## src/rtl/wor_hs_pkg.sv

```systemverilog
package wor_hs_pkg;

  // Map the two-bit select to a rejection width in cycles.
  function automatic int unsigned sel_width(input logic [1:0] sel,
                                            input int unsigned w0,
                                            input int unsigned w1,
                                            input int unsigned w2,
                                            input int unsigned w3);
    case (sel)
      2'd0:    return w0;
      2'd1:    return w1;
      2'd2:    return w2;
      default: return w3;
    endcase
  endfunction

  function automatic int unsigned max_of4(input int unsigned a,
                                          input int unsigned b,
                                          input int unsigned c,
                                          input int unsigned d);
    int unsigned m;
    m = a;
    if (b > m) m = b;
    if (c > m) m = c;
    if (d > m) m = d;
    return m;
  endfunction

endpackage

```

## src/rtl/wor_hs_driver.sv

```systemverilog
module wor_hs_driver #(
  parameter int NB = 6
) (
  input  logic          clk,
  input  logic          rst_n,
  input  logic [NB-1:0] data,
  input  logic          en_n,
  output logic [NB-1:0] pull_dn
);
  always_ff @(posedge clk or negedge rst_n) begin
    if (!rst_n)    pull_dn <= '0;
    else if (en_n) pull_dn <= '0;
    else           pull_dn <= data;
  end
endmodule

```

## src/rtl/wor_hs_sync.sv

```systemverilog
module wor_hs_sync #(
  parameter int NB     = 6,
  parameter int STAGES = 2
) (
  input  logic          clk,
  input  logic          rst_n,
  input  logic [NB-1:0] d,
  output logic [NB-1:0] q
);
  logic [NB-1:0] stg [STAGES];

  always_ff @(posedge clk or negedge rst_n) begin
    if (!rst_n) begin
      for (int k = 0; k < STAGES; k++) stg[k] <= '1;  // idle bus floats high
    end else begin
      stg[0] <= d;
      for (int k = 1; k < STAGES; k++) stg[k] <= stg[k-1];
    end
  end

  assign q = stg[STAGES-1];
endmodule

```

## src/rtl/wor_hs_release_filter.sv

```systemverilog
module wor_hs_release_filter #(
  parameter int CW = 5
) (
  input  logic          clk,
  input  logic          rst_n,
  input  logic          bus_low,
  input  logic [CW-1:0] width,
  output logic          rx,
  output logic          idle
);
  logic [CW-1:0] cnt;
  logic          last_hi;

  // The current sample is the last of the required run of high samples.
  assign last_hi = (cnt == width - CW'(1));

  always_ff @(posedge clk or negedge rst_n) begin
    if (!rst_n) begin
      cnt <= '0;
      rx  <= 1'b0;
    end else if (bus_low) begin
      cnt <= '0;
      rx  <= 1'b1;
    end else if (rx) begin
      if (last_hi) begin
        cnt <= '0;
        rx  <= 1'b0;
      end else begin
        cnt <= cnt + CW'(1);
      end
    end
  end

  assign idle = (cnt == '0);
endmodule

```

## src/rtl/wor_handshake_xcvr.sv

```systemverilog
module wor_handshake_xcvr
  import wor_hs_pkg::*;
#(
  parameter int          NB          = 6,
  parameter int          NF          = 3,
  parameter int          SYNC_STAGES = 2,
  parameter int unsigned FW0         = 5,
  parameter int unsigned FW1         = 10,
  parameter int unsigned FW2         = 14,
  parameter int unsigned FW3         = 20
) (
  input  logic          clk,
  input  logic          rst_n,
  input  logic [NB-1:0] drv_data,
  input  logic          drv_en_n,
  input  logic [1:0]    width_sel,
  input  logic [NB-1:0] bus_in,
  output logic [NB-1:0] pull_dn,
  output logic [NB-1:0] rx_raw,
  output logic [NF-1:0] rx_filt
);
  localparam int unsigned FW_MAX = max_of4(FW0, FW1, FW2, FW3);
  localparam int          CW     = $clog2(FW_MAX + 1);

  logic [NB-1:0] bus_s;
  logic [1:0]    sel_q;
  logic [CW-1:0] fwidth;
  logic [NF-1:0] filt_idle;
  logic          all_idle;

  wor_hs_driver #(.NB(NB)) u_drv (
    .clk     (clk),
    .rst_n   (rst_n),
    .data    (drv_data),
    .en_n    (drv_en_n),
    .pull_dn (pull_dn)
  );

  wor_hs_sync #(.NB(NB), .STAGES(SYNC_STAGES)) u_sync (
    .clk   (clk),
    .rst_n (rst_n),
    .d     (bus_in),
    .q     (bus_s)
  );

  always_ff @(posedge clk or negedge rst_n) begin
    if (!rst_n) rx_raw <= '0;
    else        rx_raw <= ~bus_s;
  end

  assign all_idle = &filt_idle;

  always_ff @(posedge clk or negedge rst_n) begin
    if (!rst_n)        sel_q <= '0;
    else if (all_idle) sel_q <= width_sel;
  end

  assign fwidth = CW'(sel_width(sel_q, FW0, FW1, FW2, FW3));

  for (genvar g = 0; g < NF; g++) begin : g_filt
    wor_hs_release_filter #(.CW(CW)) u_flt (
      .clk     (clk),
      .rst_n   (rst_n),
      .bus_low (~bus_s[g]),
      .width   (fwidth),
      .rx      (rx_filt[g]),
      .idle    (filt_idle[g])
    );
  end
endmodule

```

## config.mk

```make
export PLATFORM = sky130hd
export DESIGN_NAME = wor_handshake_xcvr
export DESIGN_NICKNAME = d
export VERILOG_FILES = /design/src/rtl/wor_hs_pkg.sv /design/src/rtl/wor_hs_driver.sv /design/src/rtl/wor_hs_sync.sv /design/src/rtl/wor_hs_release_filter.sv /design/src/rtl/wor_handshake_xcvr.sv
export SDC_FILE = /design/constraint.sdc
export NUM_CORES = 1
export LEC_CHECK = 0
export BUFFER_PORTS_ARGS = -buffer_cell sky130_fd_sc_hd__buf_2
export CAP_MARGIN = 10
export CORE_MARGIN = 2
export CORE_UTILIZATION = 40
export DETAILED_ROUTE_END_ITERATION = 6
export HOLD_SLACK_MARGIN = 0.12
export PLACE_DENSITY_LB_ADDON = 0.12
export RECOVER_POWER = 50
export SLEW_MARGIN = 20
export SYNTH_ARGS = -nofsm -noshare
export SYNTH_HDL_FRONTEND = slang
export SYNTH_SLANG_ARGS = --single-unit
```

## constraint.sdc

```tcl
create_clock -name clk -period 2.4 [get_ports clk]
set_input_delay 0.12 -clock clk [delete_from_list [all_inputs] [get_ports clk]]
set_output_delay 0.12 -clock clk [all_outputs]
set_load 0.03 [all_outputs]
```

== Yosys cells after proc, flatten, opt, wreduce, memory -nomap -nowiden ==
Cells that the tools add are included.
Widths: inputs -> output; s select.

* Flip-flop bits (word level): 44
* Output and inout port bits: 15

* Bitwise operators: 1
* Eq/ne operators: 8
* Reduce and logical (&&, ||, !) cells: 5
* Add/sub/neg operators: 4
* Muxes and demuxes: 20

{| class="wikitable"
|+ Operators by type and width
! kind !! number
|-
| $mux 5 || 9
|-
| $add 5x1->5 const B || 3
|-
| $eq 5x5->1 || 3
|-
| $logic_not 5->1 || 3
|-
| $pmux 5 s3 || 1
|-
| $mux 1 || 9
|-
| $mux 6 || 1
|-
| $ne 2x1->1 const B || 3
|-
| $not 6->6 || 1
|-
| $sub 5x1->5 const B || 1
|-
| $reduce_and 3->1 || 1
|-
| $eq 2x1->1 const B || 1
|-
| $eq 2x2->1 const B || 1
|-
| $logic_not 2->1 || 1
|}

== Logic depth before layout (Yosys ltp) ==
Gate-level depths: netlist of run 1.

* Word-level depth: 7
* Mapped depth: 5
* Gate-level depth less buffers: 5

== Cells and area by module ==
Synthesis of run 1 repeated with hierarchy kept, for this count alone.

* Cells, all modules: 209
* Area, all modules: 2,248.4 um2

{| class="wikitable"
|+ Modules (own cells, without submodules)
! module !! seq. area each (um2) !! area each (um2) !! instances !! cells an instance
|-
| wor_hs_release_filter || 150.1 || 462.9 || 3 || 52
|-
| wor_hs_sync || 315.3 || 360.3 || 1 || 18
|-
| wor_handshake_xcvr || 200.2 || 311.5 || 1 || 23
|-
| wor_hs_driver || 150.1 || 187.7 || 1 || 12
|}

== Worst setup path after synthesis of run 1 ==
Ideal clock, no wire load.

* Path kind: flip-flop to flip-flop
* From: reg sel_q[0]
* To: reg g_filt[1].u_flt.cnt[0]
* Arrival time: 1,639 ps
* Setup time: 138 ps
* Required time: 2,262 ps
* Period minus slack after synthesis: 1,777 ps
* Cell stages (with the launch flop): 5
* Path slack: 623 ps
* Cells stage by stage: dfrtp_1 ha_1 or3_1 a2111oi_4 o22ai_1

* Word-level cells in the longest chain between the ends: 7
* Elaborated cells on any way between the ends: 9
* Those cells by class: add/sub (1); eq/ne (3); mux (4); reduce/logical (1)

{| class="wikitable"
|+ RTL lines
! item !! RTL line !! source
|-
| start, declared || wor_handshake_xcvr.sv:26 || <nowiki>logic [1:0] sel_q;</nowiki>
|-
| start signal, assigned || wor_handshake_xcvr.sv:55 || <nowiki>else if (all_idle) sel_q <= width_sel;</nowiki>
|-
| $eq 2x2->1 (tied with other cells) || wor_hs_pkg.sv:9 || <nowiki>case (sel)</nowiki>
|-
| $pmux 5 s3 * || wor_hs_pkg.sv:9 ||
|-
| $sub 5x1->5 * || wor_hs_release_filter.sv:15 || <nowiki>assign last_hi = (cnt == width - CW'(1));</nowiki>
|-
| $eq 5x5->1 * || wor_hs_release_filter.sv:15 ||
|-
| $mux 5 * || wor_hs_release_filter.sv:25 || <nowiki>if (last_hi) begin</nowiki>
|-
| $mux 5 * || wor_hs_release_filter.sv:24 || <nowiki>end else if (rx) begin</nowiki>
|-
| $mux 5 * || wor_hs_release_filter.sv:21 || <nowiki>end else if (bus_low) begin</nowiki>
|-
| end signal, assigned || wor_hs_release_filter.sv:29 || <nowiki>cnt <= cnt + CW'(1);</nowiki>
|-
| end, declared || wor_hs_release_filter.sv:11 || <nowiki>logic [CW-1:0] cnt;</nowiki>
|}

Mark *: on every way between the ends. The rest lies on a longest branch, timed or not. The select of a mux whose other input is x is not followed.
A chain may end at the register's enable or synchronous reset.

== Worst setup path in the final report of run 1 ==
Ends and elaborated chain as after synthesis.

==> run summary, run 1 <==
initial DRC count: 22
crit path time final: 1970 ps
final count of hold timing violations: 0
gpl congestion: 0.730
Num CTS Buffers: 5
area leader, netlist: dfrtp_1
Std-Cell Rows: 25
first-pass GRT wire length: 6090 µm
CTS Hold Buffers Added: 18
worst clock skew: 5.93 ps
Least-Margin Pin Slew: 1040 ps
drt total wl: 3620 µm
max-slew violation count: 0
vias in the first global route: 1312
Clk Latency, worst-skew pair: 290 ps
Ports: 32
syn avg cell area: 12.7 µm²
Placed Cells: 247
chip width: 74.1 µm
GRT met3 Usage: 0.0461
CTS tree: built
Top Usage Layer GRT: met2
vias per inst: 4.81
global routing met2 resource utilization: 0.259
synthesized area: 1970 µm²
Hold Crit Class: reg2reg
layout cell share with drive strength beyond 1: 0.189
Max-cap violations: 0
Clk pin slew, worst setup/hold paths: 90 ps
Detail Route Antenna Nets: 0
post-CTS setup buffer count: 0
RSZ-0062 raised after global routing: false
die area: 5490 µm²
H-tree depth: 2
Pwr per Cell Area: 1020 nW/µm²
DR vias: 1313
DRT Pass-1 Iters: 4
post-cts gate resize count: 0
clock sinks: 44
Yosys cell types: 21
static leakage power: 1.07 nW
Initial Util: 0.416
Critical Path AT: 2130 ps
GRT overflow: 0
CTS Buffer Depth: 2
CP max stage cell: a2111oi_4
top cells by area, synth: dfrtp_1 (41%), dfstp_2 (16%), ha_1 (6.4%), xor2_1 (5.3%), a2111oi_4 (4.2%)
area post-placement: 2170 µm²
# nets final: 232
Synth-to-Final Area Change: 24.3%
Slew HR: 0.310
number of remaining DRC errors: 0
post-route clock period utilization: 0.821
setup tns final: 0 ps
Routed wire per std cell: 13.2 µm
Mapped Nets: 182
Total GRT Usage: 0.150
CTS root buf: clkbuf_8
Worst Setup End Kind: register
initial antenna violation count: 0
final setup vio count: 0
Post-DP HPWL: 2500 µm
Buf+Inv Stages, Crit Path: 0
Die Ht: 74.1 µm
# port buffers: 31
Crit Path Max Fanout: 6
Seq/Total Area, Yosys: 0.567
Yosys reg bits: 44
Fmax: 508 MHz
yosys warns: 0
CP startpoint kind: register
largest net degree at the start of global routing: 45
share of the synthesized area in the top cell type: 0.407
non-filler cells in the finished layout: 273
status: finished, final reports clean
met1 usage: 0.179
# fillers: 428
critical-path cell list: ha_1 -> or3_1 -> a2111oi_4 -> o22ai_1
Diodes inserted: 0
peak supply drop: 406 µV
core area: 4720 µm²
family with the most delay on the worst path: compound AO/OA/AOI/OAI gates
PnR Total Power: 0.00250 W
Worst EP required: 2560 ps
Setup Crit Path Kind: reg2reg
final instance area: 2440 µm²
reg2reg setup slack: 430 ps
Slowest Stage Delay on Critical Path: 520 ps
Post-Syn Instances: 155
## sequential cells by signal, summed over array words and instances, names as in the netlist
signal,flops
g_filt.u_flt.cnt,15
rx_raw,6
u_drv.pull_dn,6
u_sync.q,6
u_sync.stg,6
g_filt.u_flt.rx,3
sel_q,2
## layer usage
layer | vias to the layer above | wire [µm]
met5 | - | 0
met4 | 0 | 48
met3 | 6 | 149
met2 | 33 | 1890
met1 | 648 | 1530
li1 | 626 | -
## synth_stat cells
| master | count |
|---|---|
| dfstp_2 | 12 |
| nand3_1 | 10 |
| nor2b_1 | 6 |
| or3_1 | 3 |
| xor2_1 | 12 |
| ha_1 | 10 |
| a2111oi_4 | 3 |
| mux2_2 | 2 |
| nand4_1 | 6 |
| buf_4 | 3 |
| clkbuf_1 | 3 |
| o21ai_1 | 1 |
| inv_1 | 17 |
| o22ai_1 | 6 |
| nor4b_1 | 3 |
| xnor3_1 | 3 |
| o21ai_0 | 2 |
| a211oi_1 | 9 |
| xnor2_1 | 3 |
| dfrtp_1 | 32 |
| nand2_1 | 9 |
## path summary, 6_finish.rpt
path	start	endpoint	cells after the start
setup / recovery	sel_q[0]$_DFFE_PN0P_	g_filt[1].u_flt.cnt[0]$_DFFE_PN0P_	4
hold / removal	u_sync.stg[10]$_DFF_PN1_	u_sync.q[4]$_DFF_PN1_	0
setup reg to reg	sel_q[0]$_DFFE_PN0P_	g_filt[1].u_flt.cnt[0]$_DFFE_PN0P_	4
hold reg to reg	u_sync.stg[10]$_DFF_PN1_	u_sync.q[4]$_DFF_PN1_	0
max in group asynchronous	rst_n	g_filt[1].u_flt.cnt[2]$_DFFE_PN0P_	2
min in group asynchronous	rst_n	rx_raw[2]$_DFF_PN0_	2
## stage by stage
| step | worst slack [ps] | hold WS [ps] | util |
|---|---|---|---|
| floorplan | 623 | -176 | - |
| global placement | 498 | 225 | 0.460 |
| detailed placement | 439 | 226 | 0.460 |
| CTS | 422 | 360 | 0.521 |
| global route | 332 | 364 | 0.518 |
| finish | 431 | 359 | 0.518 |
## cell type report
| class | instances | area (µm²) | share of cell area |
|---|---|---|---|
| Inverter | 17 | 63.8 | 0.0261 |
| Clock inverter | 2 | 16.3 | 0.00665 |
| Tap cell | 67 | 83.8 | 0.0343 |
| Timing Repair Buffer | 49 | 318 | 0.130 |
| Multi-Input combinational cell | 88 | 753 | 0.308 |
| Sequential cell | 44 | 1120 | 0.457 |
| Clock buffer | 6 | 93.8 | 0.0384 |
## cells by family after synthesis
group / count (synthesis) / synth area share
buffers and inverters: 23 / 0.0496
XOR/XNOR: 18 / 0.101
multiplexers: 2 / 0.0114
AND/OR/NAND/NOR: 37 / 0.104
AO/OA/AOI/OAI: 21 / 0.103
flip-flops: 44 / 0.567
adder cells (fa/ha/maj): 10 / 0.0636
## where the power goes
part           internal [W]  switching [W]
Clock              0.000272       0.000263
Sequential         0.000856       0.000171
Combinational      0.000441       0.000497
Total               0.00157       0.000930
## cells in the final DEF (no fill, tap or decap), types with 2 or more instances in the layout
cell / netlist / routed
a2111oi_4: 3 / 3
a211oi_1: 9 / 9
buf_2: 0 / 16
clkbuf_1: 3 / 14
clkbuf_8: 0 / 5
dfrtp_1: 32 / 32
dfstp_1: 0 / 3
dfstp_2: 12 / 9
dlygate4sd3_1: 0 / 18
ha_1: 10 / 10
inv_1: 17 / 17
mux2_2: 2 / 2
nand2_1: 9 / 9
nand3_1: 10 / 10
nand4_1: 6 / 6
nor2b_1: 6 / 6
nor4b_1: 3 / 3
o21ai_0: 2 / 2
o22ai_1: 6 / 6
or3_1: 3 / 3
xnor2_1: 3 / 3
xnor3_1: 3 / 3
xor2_1: 12 / 12
Note: power is estimated with default switching activity, not from simulation.
==> run 2: changes to the inputs <==
--- a/config.mk
+++ b/config.mk
@@ -5,6 +5,7 @@
 export SDC_FILE = /design/constraint.sdc
 export NUM_CORES = 1
 export LEC_CHECK = 0
+export ABC_AREA = 1
 export BUFFER_PORTS_ARGS = -buffer_cell sky130_fd_sc_hd__buf_2
 export CAP_MARGIN = 10
 export CORE_MARGIN = 2
==> constraint.sdc (replaced) <==
create_clock -name clk -period 1.8 [get_ports clk]
set_input_delay 0.09 -clock clk [delete_from_list [all_inputs] [get_ports clk]]
set_output_delay 0.09 -clock clk [all_outputs]
set_load 0.03 [all_outputs]
==> run 2 against run 1 <==
Compared with the run above:
- non-clock buffer count rose by 4
- largest cell class unchanged
- critical path type unchanged
- clock power rose by 49%
- sequential power rose by 31%
==> run summary, run 2 <==
status: finished, final reports clean
post-route clock period utilization: 0.842 (+0.0214)
largest net degree at the start of global routing: 45 (unchanged)
CTS root buf: clkbuf_8
Slowest Stage Delay on Critical Path: 420 ps (-100 ps)
Least-Margin Pin Slew: 1060 ps (+28.2 ps)
area leader, netlist: dfrtp_1
Yosys cell types: 20 (-4.8%)
# port buffers: 31 (unchanged)
Die Ht: 75.9 µm (+2.4%)
initial antenna violation count: 0 (unchanged)
Worst EP required: 1980 ps (-580 ps)
Routed wire per std cell: 11.3 µm (-15%)
die area: 5770 µm² (+4.9%)
mux share of post-synthesis cell area: 0 (-0.0115)
layout cell share with drive strength beyond 1: 0.324 (+0.134)
# fillers: 490 (+14%)
synthesized area: 2070 µm² (+5.2%)
vias in the first global route: 1570 (+20%)
max-slew violation count: 0 (unchanged)
core area: 5040 µm² (+6.8%)
post-CTS setup buffer count: 0 (unchanged)
post-cts gate resize count: 0 (unchanged)
clock sinks: 44 (unchanged)
share of the synthesized area in the top cell type: 0.387 (-0.0202)
Setup Crit Path Kind: reg2reg
Clk Latency, worst-skew pair: 300 ps (about the same)
commonest non-fill, non-tap cell in the layout: nand2_1
CP startpoint kind: register
family with the most delay on the worst path: simple AND/OR/NAND/NOR gates
most used flip-flop cell after synthesis: dfrtp_1
critical-path cell list: inv_1 -> ha_1 -> inv_1 -> nand2_1 -> nand2_1 -> nor2_2 -> nand3_2 -> nand2_4 -> nand2_1
GRT met3 Usage: 0.0369 (-0.00917)
largest reg by FF count: g_filt.u_flt.cnt
Detail Route Antenna Nets: 0 (unchanged)
Fmax: 660 MHz (+30%)
Buf+Inv Stages, Crit Path: 2 (+2)
Synth-to-Final Area Change: 26.5%
drt total wl: 3900 µm (+8.0%)
yosys warns: 0 (unchanged)
CTS Buffer Depth: 2 (unchanged)
DR vias: 1578 (+20%)
setup tns final: 0 ps (unchanged)
RSZ-0062 raised after global routing: false
Crit Path Max Fanout: 6 (unchanged)
H-tree depth: 2 (unchanged)
Hold Crit Class: reg2reg
commonest non-fill, non-tap cells in the layout: nand2_1 (49), dfrtp_1 (32), buf_2 (31)
non-filler cells in the finished layout: 345 (+26%)
Ports: 32 (unchanged)
most used cell, CP: nand2_1
initial DRC count: 48 (+120%)
ys async rst share: 1.00 (unchanged)
worst clock skew: 5.96 ps (+0.0260 ps)
crit path time final: 1520 ps (-454 ps)
final count of hold timing violations: 0 (unchanged)
Placed Cells: 316 (+28%)
CP max stage cell: dfrtp_1
largest family of logic cells by synthesized area: simple AND/OR/NAND/NOR gates
top cells by area, synth: dfrtp_1 (39%), dfstp_2 (15%), nand2_1 (8.9%), ha_1 (6.0%), o21ai_2 (5.1%)
final setup vio count: 0 (unchanged)
DRT Pass-1 Iters: 5 (+1)
CTS tree: built
Diodes inserted: 0 (unchanged)
static leakage power: 1.27 nW (+18%)
Std-Cell Rows: 26 (+4.0%)
Max-cap violations: 0 (unchanged)
Yosys reg bits: 44 (unchanged)
Post-DP HPWL: 2680 µm (+7.0%)
Slew HR: 0.291 (-0.0188)
Post-Syn Instances: 218 (+41%)
# nets final: 301 (+30%)
met1 usage: 0.191 (+0.0118)
global routing met2 resource utilization: 0.244 (-0.0152)
Critical Path AT: 1700 ps (-430 ps)
Pwr per Cell Area: 1340 nW/µm² (+31%)
max reg flops: 15 (unchanged)
syn avg cell area: 9.49 µm² (-25%)
number of synthesized flops with an enable pin: 0 (unchanged)
peak supply drop: 589 µV (+45%)
Synth top cells by count: nand2_1 (49), dfrtp_1 (32), inv_1 (21)
GRT overflow: 0 (unchanged)
vias per inst: 4.57 (-4.9%)
first-pass GRT wire length: 6910 µm (+13%)
Seq/Total Area, Yosys: 0.539 (-0.0281)
chip width: 75.9 µm (+2.4%)
complex-gate fraction of the synthesized area: 0.107 (+0.00396)
number of remaining DRC errors: 0 (unchanged)
Mapped Nets: 245 (+35%)
post-synthesis xor/xnor area fraction: 0.0127 (-0.0884)
Initial Util: 0.410 (-0.00600)
post-synthesis simple-gate area fraction: 0.206 (+0.102)
most common cell in the netlist: nand2_1
Clk pin slew, worst setup/hold paths: 90 ps (about the same)
Num CTS Buffers: 5 (unchanged)
adder-cell share of the synthesized area: 0.0605 (-0.00315)
Top Usage Layer GRT: met2
gpl congestion: 0.846 (+16%)
Total GRT Usage: 0.147 (-0.00258)
Worst Setup End Kind: register
## run 2: timing repair
| action | 4_1_cts | 5_1_grt |
|---|---|---|
| hold endpoints to repair | 58 | 0 |
| hold buffers | 21 | 0 |
| setup endpoints to repair | 0 | 0 |
## run 2: path summary, 6_finish.rpt
path	start	end	slack, ps	depth (start not counted)
hold reg to reg	u_sync.stg[10]$_DFF_PN1_	u_sync.q[4]$_DFF_PN1_	360	0
hold / removal	u_sync.stg[10]$_DFF_PN1_	u_sync.q[4]$_DFF_PN1_	360	0
setup / recovery	sel_q[0]$_DFFE_PN0P_	g_filt[0].u_flt.rx$_DFF_PN0_	280	9
setup reg to reg	sel_q[0]$_DFFE_PN0P_	g_filt[0].u_flt.rx$_DFF_PN0_	280	9
max in group asynchronous	rst_n	rx_raw[0]$_DFF_PN0_	540	3
min in group asynchronous	rst_n	rx_raw[5]$_DFF_PN0_	600	3
## run 2: kinds of logic after synthesis
family                   Yosys count
adder cells (fa/ha/maj)           10
AO/OA/AOI/OAI                     33
XOR/XNOR                           3
AND/OR/NAND/NOR                   91
flip-flops                        44
buffers and inverters             37
## run 2: final cells by class
class	count	area, µm²	area share
inverters	33	124	0.0473
repair buffers	53	370	0.141
clock inverters	2	38.8	0.0148
well taps	70	87.6	0.0334
multi-input cells	137	800	0.305
clock buffers	6	82.6	0.0315
flip-flops and latches	44	1120	0.426
## run 2: layer usage
layer,wire length (µm),part of all wire,up-vias
met4,45,0.012,0
met3,125,0.032,6
met1,1830,0.47,736
li1,-,-,807
met5,0,0,-
met2,1900,0.49,29
## run 2: report_power, final
part / switching [W] / internal, W / total [W] / leakage [nW]
sequential: 0.000199 / 0.00115 / 0.00135 / 0.528
clock: 0.000342 / 0.000454 / 0.000796 / 0.0614
combinational: 0.000851 / 0.000506 / 0.00136 / 0.680
## run 2: stage by stage
stage,setup slack [ps],hold WS (ps),util,power (W),cell area (µm²)
3_5_place_dp,302,89.3,0.457,0.00272,2300
4_1_cts,286,310,0.522,0.00356,2630
2_1_floorplan,426,-206,-,0.00242,2070
5_1_grt,160,363,0.519,0.00379,2620
6_report,285,359,0.519,0.00350,2620
3_3_place_gp,317,85.1,0.457,0.00271,2300
==> run 3: changes to the inputs <==
==> constraint.sdc (replaced) <==
create_clock -name clk -period 1.2 [get_ports clk]
set_input_delay 0.06 -clock clk [delete_from_list [all_inputs] [get_ports clk]]
set_output_delay 0.06 -clock clk [all_outputs]
set_load 0.03 [all_outputs]
==> run 3 against run 2 <==
Compared with the run above:
- the flow now finishes with violations (negative setup slack)
- wire length grew 6.1%
- clock skew is 7.5 ps higher
- die area unchanged
- cell area rose by 9.9%
- via count rose by 3.5%
- critical path depth unchanged
- worst hold slack about the same
- clock power up 52%
- sequential share of layout area decreased by 3.8 points
- fmax increased by 6.9%
- critical path type unchanged
- largest cell class unchanged
==> run summary, run 3 (same netlist as run 2, synthesis figures left out) <==
final count of hold timing violations: 0 (unchanged)
DR vias: 1634 (+3.5%)
Ports: 32 (unchanged)
Worst Setup End Kind: register
Routed wire per std cell: 11.3 µm (-0.26%)
CP Launch Point: sel_q[0]$_DFFE_PN0P_
CTS root buf: clkbuf_8
vias in the first global route: 1621 (+3.2%)
clock sinks: 44 (unchanged)
max-slew violation count: 0 (unchanged)
Hold Crit Class: reg2reg
vias per inst: 4.45 (-2.7%)
# port buffers: 31 (unchanged)
static leakage power: 1.38 nW (+8.4%)
gpl congestion: 0.823 (-2.7%)
Pwr per Cell Area: 2120 nW/µm² (+58%)
RSZ-0062 raised after global routing: true
reg2reg setup slack: -220 ps (-500 ps)
core area: 5040 µm² (unchanged)
status: finished with violations
CP startpoint kind: register
Die Ht: 75.9 µm (unchanged)
Worst setup endpoint: g_filt[2].u_flt.cnt[2]$_DFFE_PN0P_
Max-cap violations: 0 (unchanged)
post-route clock period utilization: 1.18 (+0.339)
Clk Latency, worst-skew pair: 310 ps (about the same)
CTS tree: built
Detail Route Antenna Nets: 0 (unchanged)
Diodes inserted: 0 (unchanged)
initial antenna violation count: 0 (unchanged)
PnR Total Power: 0.00609 W (+74%)
Setup Crit Path Kind: reg2reg
crit path time final: 1420 ps (-98.3 ps)
Crit Path Max Fanout: 6 (unchanged)
met1 usage: 0.184 (-0.00620)
layout cell share with drive strength beyond 1: 0.455 (+0.131)
largest net degree at the start of global routing: 45 (unchanged)
number of remaining DRC errors: 0 (unchanged)
launching point of the worst reg2reg path: sel_q[0]$_DFFE_PN0P_
Worst EP required: 1390 ps (-590 ps)
Total GRT Usage: 0.155 (+0.00741)
global routing met2 resource utilization: 0.271 (+0.0277)
worst clock skew: 13.4 ps (+7.47 ps)
GRT met3 Usage: 0.0357 (-0.00119)
worst reg-to-reg path cell count: 9 (unchanged)
final hold slack: 359 ps (+0.301 ps)
drt total wl: 4140 µm (+6.1%)
FF-to-FF End: g_filt[2].u_flt.cnt[2]$_DFFE_PN0P_
failing checks: negative setup slack
initial DRC count: 60 (+25%)
# nets final: 323 (+7.3%)
Placed Cells: 335 (+6.0%)
Critical Path AT: 1610 ps (-90 ps)
Clk pin slew, worst setup/hold paths: 90 ps (about the same)
Least-Margin Pin Slew: 590 ps (-474 ps)
largest reg by FF count: g_filt.u_flt.cnt
Final Worst Setup Slack: -217 ps (-502 ps)
Synth-to-Final Area Change: 39.1%
final setup vio count: 20 (+20)
Post-DP HPWL: 2690 µm (+0.69%)
die area: 5770 µm² (unchanged)
Slew HR: 0.607 (+0.316)
peak supply drop: 1020 µV (+73%)
CTS Buffer Depth: 2 (unchanged)
Initial Util: 0.410 (unchanged)
GRT overflow: 0 (unchanged)
first-pass GRT wire length: 7150 µm (+3.5%)
commonest non-fill, non-tap cell in the layout: nand2_1
Std-Cell Rows: 26 (unchanged)
Fmax: 706 MHz (+6.9%)
commonest non-fill, non-tap cells in the layout: nand2_1 (41), dfrtp_1 (31), buf_2 (31)
Num CTS Buffers: 5 (unchanged)
H-tree depth: 2 (unchanged)
non-filler cells in the finished layout: 367 (+6.4%)
Top Usage Layer GRT: met2
chip width: 75.9 µm (unchanged)
max reg flops: 15 (unchanged)
DRT Pass-1 Iters: 4 (-1)
# fillers: 460 (-6.1%)
-- run 3: changes by cell type in the layout (fill, tap and decap cells not counted), moves of 3 or more --
cell     before  now
inv_1        21   14
ha_1         10    3
nand2_1      49   41
buf_4         0   22
nand2_2       0    7
ha_2          0    3
inv_2        12   18
ha_4          0    4
-- run 3: area by class of cell --
cell class	count	area (µm²)	area share
clock inverters	3	50.0	0.0174
well taps	70	87.6	0.0304
repair buffers	75	538	0.187
flip-flops and latches	44	1120	0.388
clock buffers	5	68.8	0.0239
inverters	33	126	0.0439
multi-input cells	137	891	0.309
-- run 3: worst min-delay path by stage --
stage,depth (start not counted),to,slack (ps),from
after floorplan,0,g_filt[0].u_flt.cnt[0]$_DFFE_PN0P_,-240,rst_n
after global placement,2,rx_raw[4]$_DFF_PN0_,60,rst_n
after detailed placement,2,rx_raw[4]$_DFF_PN0_,60,rst_n
after CTS,3,u_drv.pull_dn[3]$_DFF_PN0_,260,rst_n
after global routing,0,u_sync.q[1]$_DFF_PN1_,360,u_sync.stg[7]$_DFF_PN1_
final,0,u_sync.q[4]$_DFF_PN1_,360,u_sync.stg[10]$_DFF_PN1_
-- run 3: power breakdown --
part / switching, W / leakage [nW] / internal (W)
registers: 0.000262 / 0.527 / 0.00173
clock network: 0.000568 / 0.0607 / 0.000643
logic: 0.00158 / 0.788 / 0.00132
-- run 3: worst max-delay path, stage by stage (launching register included) --
cell and delay (ps):
dfrtp_2 440, inv_2 60, ha_4 290, inv_4 40, nand2_1 50, nand2_1 60, nor2_2 80, nand3_2 90
nand2_4 120, o21ai_2 70
-- run 3: metrics by stage --
stage	setup slack [ps]	utilization	setup TNS, ps	area [µm²]
6_report	-217	0.571	-3600	2880
5_1_grt	-316	0.571	-5370	2880
4_1_cts	-225	0.559	-3860	2820
3_5_place_dp	-249	0.487	-4350	2460
3_3_place_gp	-237	0.487	-4020	2460
2_1_floorplan	-96.7	-	-1690	2080
-- run 3: repair_timing --
item / CTS / global route
hold buffers: 21 / 0
pin swaps: 3 / 4
endpoints found under the setup margin: 20 / 20
buffers inserted: 1 / 2
hold endpoints to repair: 58 / 0
resized for setup: 7 / 19
-- run 3: routing by layer --
layer	vias up	wire [µm]
li1	849	-
met1	757	1890
met2	22	2080
met3	6	103
met4	0	63
met5	-	0
